### config.mk
export PLATFORM = sky130hd
export DESIGN_NAME = pt_walker
export DESIGN_NICKNAME = d
export VERILOG_FILES = /design/src/rtl/pt_walker_pkg.sv /design/src/rtl/pt_walker_dp.sv /design/src/rtl/pt_walker_ctrl.sv /design/src/rtl/pt_walker.sv
export SDC_FILE = /design/constraint.sdc
export NUM_CORES = 1
export LEC_CHECK = 0
export BUFFER_PORTS_ARGS = -buffer_cell sky130_fd_sc_hd__buf_2
export CORE_AREA = 2 2 130 132
export CTS_CLUSTER_DIAMETER = 150
export CTS_CLUSTER_SIZE = 14
export DETAILED_ROUTE_END_ITERATION = 10
export DIE_AREA = 0 0 132 134
export HOLD_SLACK_MARGIN = 0.08
export PLACE_DENSITY_LB_ADDON = 0.2
export RECOVER_POWER = 50
export SYNTH_ARGS = -nofsm -noshare
export SYNTH_HDL_FRONTEND = slang
export SYNTH_HIERARCHICAL = 1
export SYNTH_SLANG_ARGS = --single-unit
### constraint.sdc
create_clock -name clk -period 2.7 [get_ports clk]
set_clock_uncertainty 0.1 [all_clocks]
set_input_delay 0.675 -clock clk [delete_from_list [all_inputs] [get_ports clk]]
set_output_delay 0.675 -clock clk [all_outputs]
set_load 0.02 [all_outputs]
### src/rtl/pt_walker_pkg.sv
package pt_walker_pkg;

  typedef enum logic [1:0] {
    CauseNone    = 2'd0,
    CauseAbsent  = 2'd1,
    CauseNoWrite = 2'd2,
    CauseNoUser  = 2'd3
  } causeT;

  // Strobes from control to datapath
  typedef struct packed {
    logic capture;  // latch request, reset level to 0
    logic descend;  // adopt next-level base from the entry
    logic finish;   // record final result or fault
  } strobeT;

endpackage

### src/rtl/pt_walker_dp.sv
module pt_walker_dp
  import pt_walker_pkg::*;
#(
  parameter int VA_W    = 64,
  parameter int LEVELS  = 4,
  parameter int IDX_W   = 9,
  parameter int OFF_W   = 12,
  parameter int FRAME_W = 40,
  parameter int PTE_W   = 64
) (
  input  logic                      clk,
  input  logic                      rstN,
  input  strobeT                    strobe,
  input  logic [VA_W-1:0]           startVa,
  input  logic                      startWrite,
  input  logic                      startUser,
  input  logic [VA_W-1:0]           startRoot,
  input  logic [PTE_W-1:0]          memRspData,
  output logic [VA_W-1:0]           memReqAddr,
  output causeT                     rspCause,
  output logic                      atLastLevel,
  output logic [VA_W-1:0]           physAddr,
  output logic                      fault,
  output logic [$clog2(LEVELS)-1:0] faultLevel,
  output causeT                     faultCause
);

  localparam int LVL_W       = $clog2(LEVELS);
  localparam int ENTRY_SHIFT = $clog2(PTE_W / 8);
  localparam int PAD_W       = VA_W - FRAME_W - OFF_W;
  localparam int BIT_PRESENT = 0;
  localparam int BIT_WRITE   = 1;
  localparam int BIT_USER    = 2;

  logic [VA_W-1:0]  vaQ;
  logic             writeQ;
  logic             userQ;
  logic [VA_W-1:0]  baseQ;
  logic [LVL_W-1:0] levelQ;

  // Index fields, level 0 uppermost
  logic [IDX_W-1:0] idxOf [LEVELS];
  for (genvar g = 0; g < LEVELS; g++) begin : g_idx
    assign idxOf[g] = vaQ[OFF_W + IDX_W*(LEVELS-1-g) +: IDX_W];
  end

  assign memReqAddr  = baseQ + (VA_W'(idxOf[levelQ]) << ENTRY_SHIFT);
  assign atLastLevel = (levelQ == LVL_W'(LEVELS-1));

  logic [VA_W-1:0] nextBase;
  assign nextBase = {{PAD_W{1'b0}}, memRspData[OFF_W +: FRAME_W], {OFF_W{1'b0}}};

  always_comb begin
    if (!memRspData[BIT_PRESENT])               rspCause = CauseAbsent;
    else if (writeQ && !memRspData[BIT_WRITE])  rspCause = CauseNoWrite;
    else if (userQ && !memRspData[BIT_USER])    rspCause = CauseNoUser;
    else                                        rspCause = CauseNone;
  end

  always_ff @(posedge clk or negedge rstN) begin
    if (!rstN) begin
      vaQ        <= '0;
      writeQ     <= 1'b0;
      userQ      <= 1'b0;
      baseQ      <= '0;
      levelQ     <= '0;
      physAddr   <= '0;
      fault      <= 1'b0;
      faultLevel <= '0;
      faultCause <= CauseNone;
    end else begin
      if (strobe.capture) begin
        vaQ        <= startVa;
        writeQ     <= startWrite;
        userQ      <= startUser;
        baseQ      <= {startRoot[VA_W-1:OFF_W], {OFF_W{1'b0}}};
        levelQ     <= '0;
        physAddr   <= '0;
        fault      <= 1'b0;
        faultLevel <= '0;
        faultCause <= CauseNone;
      end
      if (strobe.descend) begin
        baseQ  <= nextBase;
        levelQ <= levelQ + 1'b1;
      end
      if (strobe.finish) begin
        fault      <= (rspCause != CauseNone);
        faultLevel <= levelQ;
        faultCause <= rspCause;
        physAddr   <= (rspCause != CauseNone) ? '0
                      : {nextBase[VA_W-1:OFF_W], vaQ[OFF_W-1:0]};
      end
    end
  end

endmodule

### src/rtl/pt_walker_ctrl.sv
module pt_walker_ctrl
  import pt_walker_pkg::*;
(
  input  logic   clk,
  input  logic   rstN,
  input  logic   startReq,
  input  logic   memReqReady,
  input  logic   memRspValid,
  input  causeT  rspCause,
  input  logic   atLastLevel,
  output strobeT strobe,
  output logic   busy,
  output logic   done,
  output logic   memReqValid
);

  typedef enum logic [1:0] {StIdle, StIssue, StAwait, StReport} stateT;
  stateT state, stateNext;

  always_comb begin
    stateNext = state;
    strobe    = '0;
    unique case (state)
      StIdle: if (startReq) begin
        strobe.capture = 1'b1;
        stateNext      = StIssue;
      end
      StIssue: if (memReqReady) stateNext = StAwait;
      StAwait: if (memRspValid) begin
        if (rspCause != CauseNone || atLastLevel) begin
          strobe.finish = 1'b1;
          stateNext     = StReport;
        end else begin
          strobe.descend = 1'b1;
          stateNext      = StIssue;
        end
      end
      StReport: stateNext = StIdle;
      default:  stateNext = StIdle;
    endcase
  end

  always_ff @(posedge clk or negedge rstN) begin
    if (!rstN) state <= StIdle;
    else       state <= stateNext;
  end

  assign busy        = (state == StIssue) || (state == StAwait);
  assign done        = (state == StReport);
  assign memReqValid = (state == StIssue);

endmodule

### src/rtl/pt_walker.sv
module pt_walker
  import pt_walker_pkg::*;
#(
  parameter int VA_W    = 64,
  parameter int LEVELS  = 4,
  parameter int IDX_W   = 9,
  parameter int OFF_W   = 12,
  parameter int FRAME_W = 40,
  parameter int PTE_W   = 64
) (
  input  logic                      clk,
  input  logic                      rstN,
  input  logic                      startReq,
  input  logic [VA_W-1:0]           vaddr,
  input  logic                      isWrite,
  input  logic                      isUser,
  input  logic [VA_W-1:0]           rootBase,
  output logic                      busy,
  output logic                      done,
  output logic [VA_W-1:0]           physAddr,
  output logic                      fault,
  output logic [$clog2(LEVELS)-1:0] faultLevel,
  output logic [1:0]                faultCause,
  output logic                      memReqValid,
  input  logic                      memReqReady,
  output logic [VA_W-1:0]           memReqAddr,
  input  logic                      memRspValid,
  input  logic [PTE_W-1:0]          memRspData
);

  strobeT strobe;
  causeT  rspCause;
  causeT  causeQ;
  logic   atLastLevel;

  pt_walker_ctrl ctrl_i (
    .clk         (clk),
    .rstN        (rstN),
    .startReq    (startReq),
    .memReqReady (memReqReady),
    .memRspValid (memRspValid),
    .rspCause    (rspCause),
    .atLastLevel (atLastLevel),
    .strobe      (strobe),
    .busy        (busy),
    .done        (done),
    .memReqValid (memReqValid)
  );

  pt_walker_dp #(
    .VA_W(VA_W), .LEVELS(LEVELS), .IDX_W(IDX_W),
    .OFF_W(OFF_W), .FRAME_W(FRAME_W), .PTE_W(PTE_W)
  ) dp_i (
    .clk         (clk),
    .rstN        (rstN),
    .strobe      (strobe),
    .startVa     (vaddr),
    .startWrite  (isWrite),
    .startUser   (isUser),
    .startRoot   (rootBase),
    .memRspData  (memRspData),
    .memReqAddr  (memReqAddr),
    .rspCause    (rspCause),
    .atLastLevel (atLastLevel),
    .physAddr    (physAddr),
    .fault       (fault),
    .faultLevel  (faultLevel),
    .faultCause  (causeQ)
  );

  assign faultCause = causeQ;

endmodule

Word level (Yosys, flattened, before mapping). Index checks and enable logic that the tools add are counted.

Add/subtract/negate cells: 2. $lt $le $gt $ge: 1. Eq/ne operators: 7. Muxes and demuxes: 28. Bitwise logic cells: 1. Reduce and logical (&&, ||, !) cells: 11.

Operators by type and width (count): 2-to-1 mux 64 bit (4); adder 64 x 12 -> 64 bit (1); 2-to-1 mux 52 bit (1); 2-to-1 mux 2 bit (13); binary-select mux 9 bit (select 2 bit) (1); 2-to-1 mux 9 bit (2); case mux 2 bit (4 select lines) (1); == test 2 bit, second input constant (3); 2-to-1 mux 1 bit (6); nonzero test 2 bit (3); inequality test 2 bit, second input constant (2); >= comparator 3 bit, second input constant (1); inverter 2 -> 3 bit (1); AND reduction 3 bit (1); adder 2 x 1 -> 2 bit, second input constant (1); == test 2 x 1 -> 1 bit, second input constant (1); logical AND 1 bit (2); zero test 1 bit (2); zero test 2 bit (1); logical OR 1 bit (2); inequality test 2 x 1 -> 1 bit, second input constant (1).

Register bits after elaboration: 187. Input port bits: 199. Word-level logic and storage cells: 60.

Depth between registers and ports, before layout.
Depth in word-level cells: 11. Gate-level depth with buffers: 10. Depth with buffers taken out: 8.

Modules after synthesis. Netlist, hierarchy kept.

By module, submodules not included: pt_walker_dp (times used 1, cells an instance 491, area an instance 6692.7 sq um, seq. area each 4028.9 sq um); pt_walker_ctrl (times used 1, cells an instance 22, area an instance 201.4 sq um, seq. area each 50.0 sq um).

Worst setup path after synthesis. No wires, ideal clock.

Kind: input to register. Start: input port memRspData[1]. End: register dp_i.physAddr[10]. Library setup time: 0.066 ns. Data arrival time: 2.204 ns. Required time: 2.534 ns. Setup slack: 0.330 ns. Stages on the path: 8. Buffers on the path: 2. Path through: nor2b_4 -> o21ai_0 -> or3_4 -> nor2b_1 -> buf_6 -> nor2_4 -> clkbuf_1 -> a22o_1.

RTL lines: from (decl) (RTL line pt_walker.sv:28) `input logic [PTE_W-1:0] memRspData`; to (signal assigned) (RTL line pt_walker_dp.sv:91) `physAddr <= (rspCause != CauseNone) ? '0`; to (decl) (RTL line pt_walker_dp.sv:22) `output logic [VA_W-1:0] physAddr,`.

==> flow_metrics.env <==
export IMPL_place_ws_ns=-0.125
export IMPL_num_fill_cells=1448
export IMPL_floorplan_die_area_mm2=0.0177
export IMPL_final_common_cell="sky130_fd_sc_hd__buf_2"
export IMPL_yosys_area_share_xor_xnor=0
export IMPL_clkTransAtPathRegs_ns=0.06
export IMPL_pin_count_of_the_biggest_net_entering_global_routing=88
export IMPL_dr_total_vias=5031
export IMPL_worstMarginPinSlew_ns=1.31
export IMPL_cts_root_buffer="sky130_fd_sc_hd__clkbuf_16"
export IMPL_port_buffers=270
export IMPL_detail_route_antenna_nets=0
export IMPL_post_route_setup_tns_ns=0
export IMPL_setup_ws_ns=0.270
export IMPL_grt_setup_unrepaired="no"
export IMPL_totalWireLength_um=17100
export IMPL_post_synthesis_compound_gate_area_fraction=0.104
export IMPL_routed_wire_length_per_instance_um=16.9
export IMPL_yosys_warnings=6
export IMPL_synth_mux_area_frac=0.189
export IMPL_layout_cells_non_filler=1015
export IMPL_final_cell_mix="216 x sky130_fd_sc_hd__buf_2, 163 x sky130_fd_sc_hd__dfrtp_1, 55 x sky130_fd_sc_hd__clkbuf_1"
export IMPL_clk_path_buf_depth=2
export IMPL_async_flop_share=1.00
export IMPL_ioPinCount=335
export IMPL_timing_final_hold_violations=0
export IMPL_synth_lib_cells_used_distinct=31
export IMPL_synth_edf_count=0
export IMPL_drive_above_1_share=0.414
export IMPL_yosys_area_share_simple=0.0544
export IMPL_slew_viol_final=0
export IMPL_syn_cell_area_mm2=0.00689
export IMPL_grt_util_all_layers=0.198
export IMPL_number_of_antenna_violations_at_the_first_check_in_global_routing=1
export IMPL_drt_first_iter_violations=175
export IMPL_critical_path_required_ns=2.96
export IMPL_crit_share_post_route=0.900
export IMPL_cp_num_cells=8
export IMPL_cp_slowest_stage_delay_ns=0.58
export IMPL_grt_first_pass_wirelength_um=27500
export IMPL_drt_pass1_iter_count=4
export IMPL_cts_tree="yes"
export IMPL_yosys_register_bits=163
export IMPL_startpoint_type="register"
export IMPL_worst_endpoint_data_arrival_time_ns=2.69
export IMPL_cts_htree_levels=4
export IMPL_r2r_worst_path_depth=8
export IMPL_areaGrowthSynthToFinish_pct=30.4
export IMPL_dominantRegCellSynth="sky130_fd_sc_hd__dfrtp_1"
export IMPL_critPathCaptureType="register"
export IMPL_core_area_mm2=0.0163
export IMPL_crit_path_cell_trace="nor2b_4, o21ai_0, or3_4, nor2b_1, nand2_4, nor3_4, buf_12, a22o_1"
export IMPL_setup_worst_path_class="reg2reg"
export IMPL_critical_path_max_fanout=39
export IMPL_finalNetCount=985
export IMPL_synthCells=513
export IMPL_worstSkewPairLatency_ns=0.42
export IMPL_place_detailed_hpwl_um=12100
export IMPL_cts_repair_resized=0
export IMPL_vias_in_the_first_global_route=5311
export IMPL_path_delay_family="simple AND/OR/NAND/NOR gates"
export IMPL_floorplan_initialDensity=0.423
export IMPL_maxCapViolCount=0
export IMPL_synth_seq_area_share=0.592
export IMPL_fp_dieW_um=132
export IMPL_dp_cells=982
export IMPL_grt_overflow=0
export IMPL_cp_slowest_cell="sky130_fd_sc_hd__nor2b_1"
export IMPL_leakage_nw=4.29
export IMPL_num_rows=47
export IMPL_timing_slew_headroom=0.124
export IMPL_hold_depth=2
export IMPL_vias_per_cell=4.96
export IMPL_globalplace_congestion=0.795
export IMPL_number_of_clock_buffers_inserted_by_tritoncts=17
export IMPL_post_synth_cell_area_avg_um2=13.4
export IMPL_achievable_frequency_ghz=0.412
export IMPL_die_height_um=134
export IMPL_whs_ns=0.376
export IMPL_finalSetupViolations=0
export IMPL_synth_top_family_by_area="multiplexers"
export IMPL_cts_sinks=163
export IMPL_worst_path_buf_inv=1
export IMPL_power_density_mw_per_mm2=1220
export IMPL_post_cts_buffers=0
export IMPL_min_delay_path_class="in2reg"
export IMPL_synth_adder_area_share=0.00907
export IMPL_final_period_minus_worst_setup_slack_ns=2.43
export IMPL_cts_hold_buffers=0
export IMPL_post_route_drc_count=0
export IMPL_max_vdd_ir_drop_mv=0.585
export IMPL_status="complete, no violations"
-- synth_stat cells, types with 3 or more instances --
| master | number | area, um2 |
|---|---|---|
| sky130_fd_sc_hd__a22o_1 | 54 | 473 |
| sky130_fd_sc_hd__dfrtp_1 | 163 | 4080 |
| sky130_fd_sc_hd__buf_6 | 9 | 101 |
| sky130_fd_sc_hd__mux2i_1 | 54 | 541 |
| sky130_fd_sc_hd__mux2_2 | 50 | 563 |
| sky130_fd_sc_hd__nand2b_1 | 5 | 31.3 |
| sky130_fd_sc_hd__clkbuf_1 | 11 | 41.3 |
| sky130_fd_sc_hd__buf_2 | 8 | 40.0 |
| sky130_fd_sc_hd__inv_1 | 3 | 11.3 |
| sky130_fd_sc_hd__mux4_2 | 9 | 203 |
| sky130_fd_sc_hd__o21ai_0 | 19 | 95.1 |
| sky130_fd_sc_hd__nand2_1 | 45 | 169 |
| sky130_fd_sc_hd__o21ai_1 | 24 | 120 |
| sky130_fd_sc_hd__buf_4 | 20 | 150 |
| sky130_fd_sc_hd__nor2_1 | 16 | 60.1 |
| sky130_fd_sc_hd__ha_1 | 5 | 62.6 |
-- layer usage --
| layer | GRT usage | up-vias | part of all wire |
|---|---|---|---|
| met2 | 0.339 | 179 | 0.52 |
| met3 | 0.0514 | 27 | 0.055 |
| met4 | 0.0755 | 0 | 0.023 |
| met1 | 0.241 | 2489 | 0.40 |
| li1 | - | 2336 | - |
| met5 | 0 | - | 0 |
-- flip-flops by register name, summed over array words and instances, names as in the netlist --
register / cells
dp_i/writeQ: 1
dp_i/userQ: 1
dp_i/faultLevel: 2
ctrl_i/state: 2
dp_i/faultCause: 2
dp_i/fault: 1
dp_i/physAddr: 52
dp_i/levelQ: 2
dp_i/vaQ: 48
dp_i/baseQ: 52
-- cell type report --
| class | count | area, um2 | share of cell area |
|---|---|---|---|
| antenna | 1 | 2.50 | 0.000278 |
| clock buffer | 21 | 470 | 0.0523 |
| clock inverter | 11 | 150 | 0.0167 |
| inverter | 3 | 11.3 | 0.00125 |
| multi-input combinational | 311 | 2520 | 0.280 |
| sequential | 163 | 4080 | 0.454 |
| tap | 220 | 275 | 0.0306 |
| timing repair buffer | 285 | 1480 | 0.165 |
-- report_power, final --
part	leakage [nW]	switching (mW)	internal (mW)	total [mW]
logic	1.94	2.54	1.83	4.37
clock network	0.288	0.987	1.53	2.52
registers	2.05	0.555	3.51	4.07
total	4.29	4.09	6.87	11.0
-- worst paths after layout --
path                                  start           endpoint  slack [ns]
worst max-delay path            dp_i/writeQ  dp_i/physAddr[45]        0.27
worst min-delay path              vaddr[25]       dp_i/vaQ[25]        0.38
worst max register to register  dp_i/writeQ  dp_i/physAddr[45]        0.27
worst min register to register  dp_i/vaQ[3]   dp_i/physAddr[3]        0.39
max in group asynchronous              rstN     dp_i/baseQ[21]        0.66
min in group asynchronous              rstN       dp_i/vaQ[43]        0.43
-- cells by family (layout without fill, tap and decap cells) --
logic type | count (synthesis) | count (layout)
buf+inv | 53 | 320
compound gates | 101 | 101
simple gates | 77 | 77
mux | 113 | 113
flops | 163 | 163
fa+ha+maj | 5 | 5
other cells | 1 | 16
-- per-stage QoR --
stage	cell area (um2)	total power, mW	util
after floorplan	6950	7.07	-
after global placement	8460	8.45	0.519
after detailed placement	8460	8.62	0.519
after CTS	9080	11.2	0.558
after global routing	8990	11.6	0.552
final	8990	11.0	0.552
(Power assumes the default switching activity.)
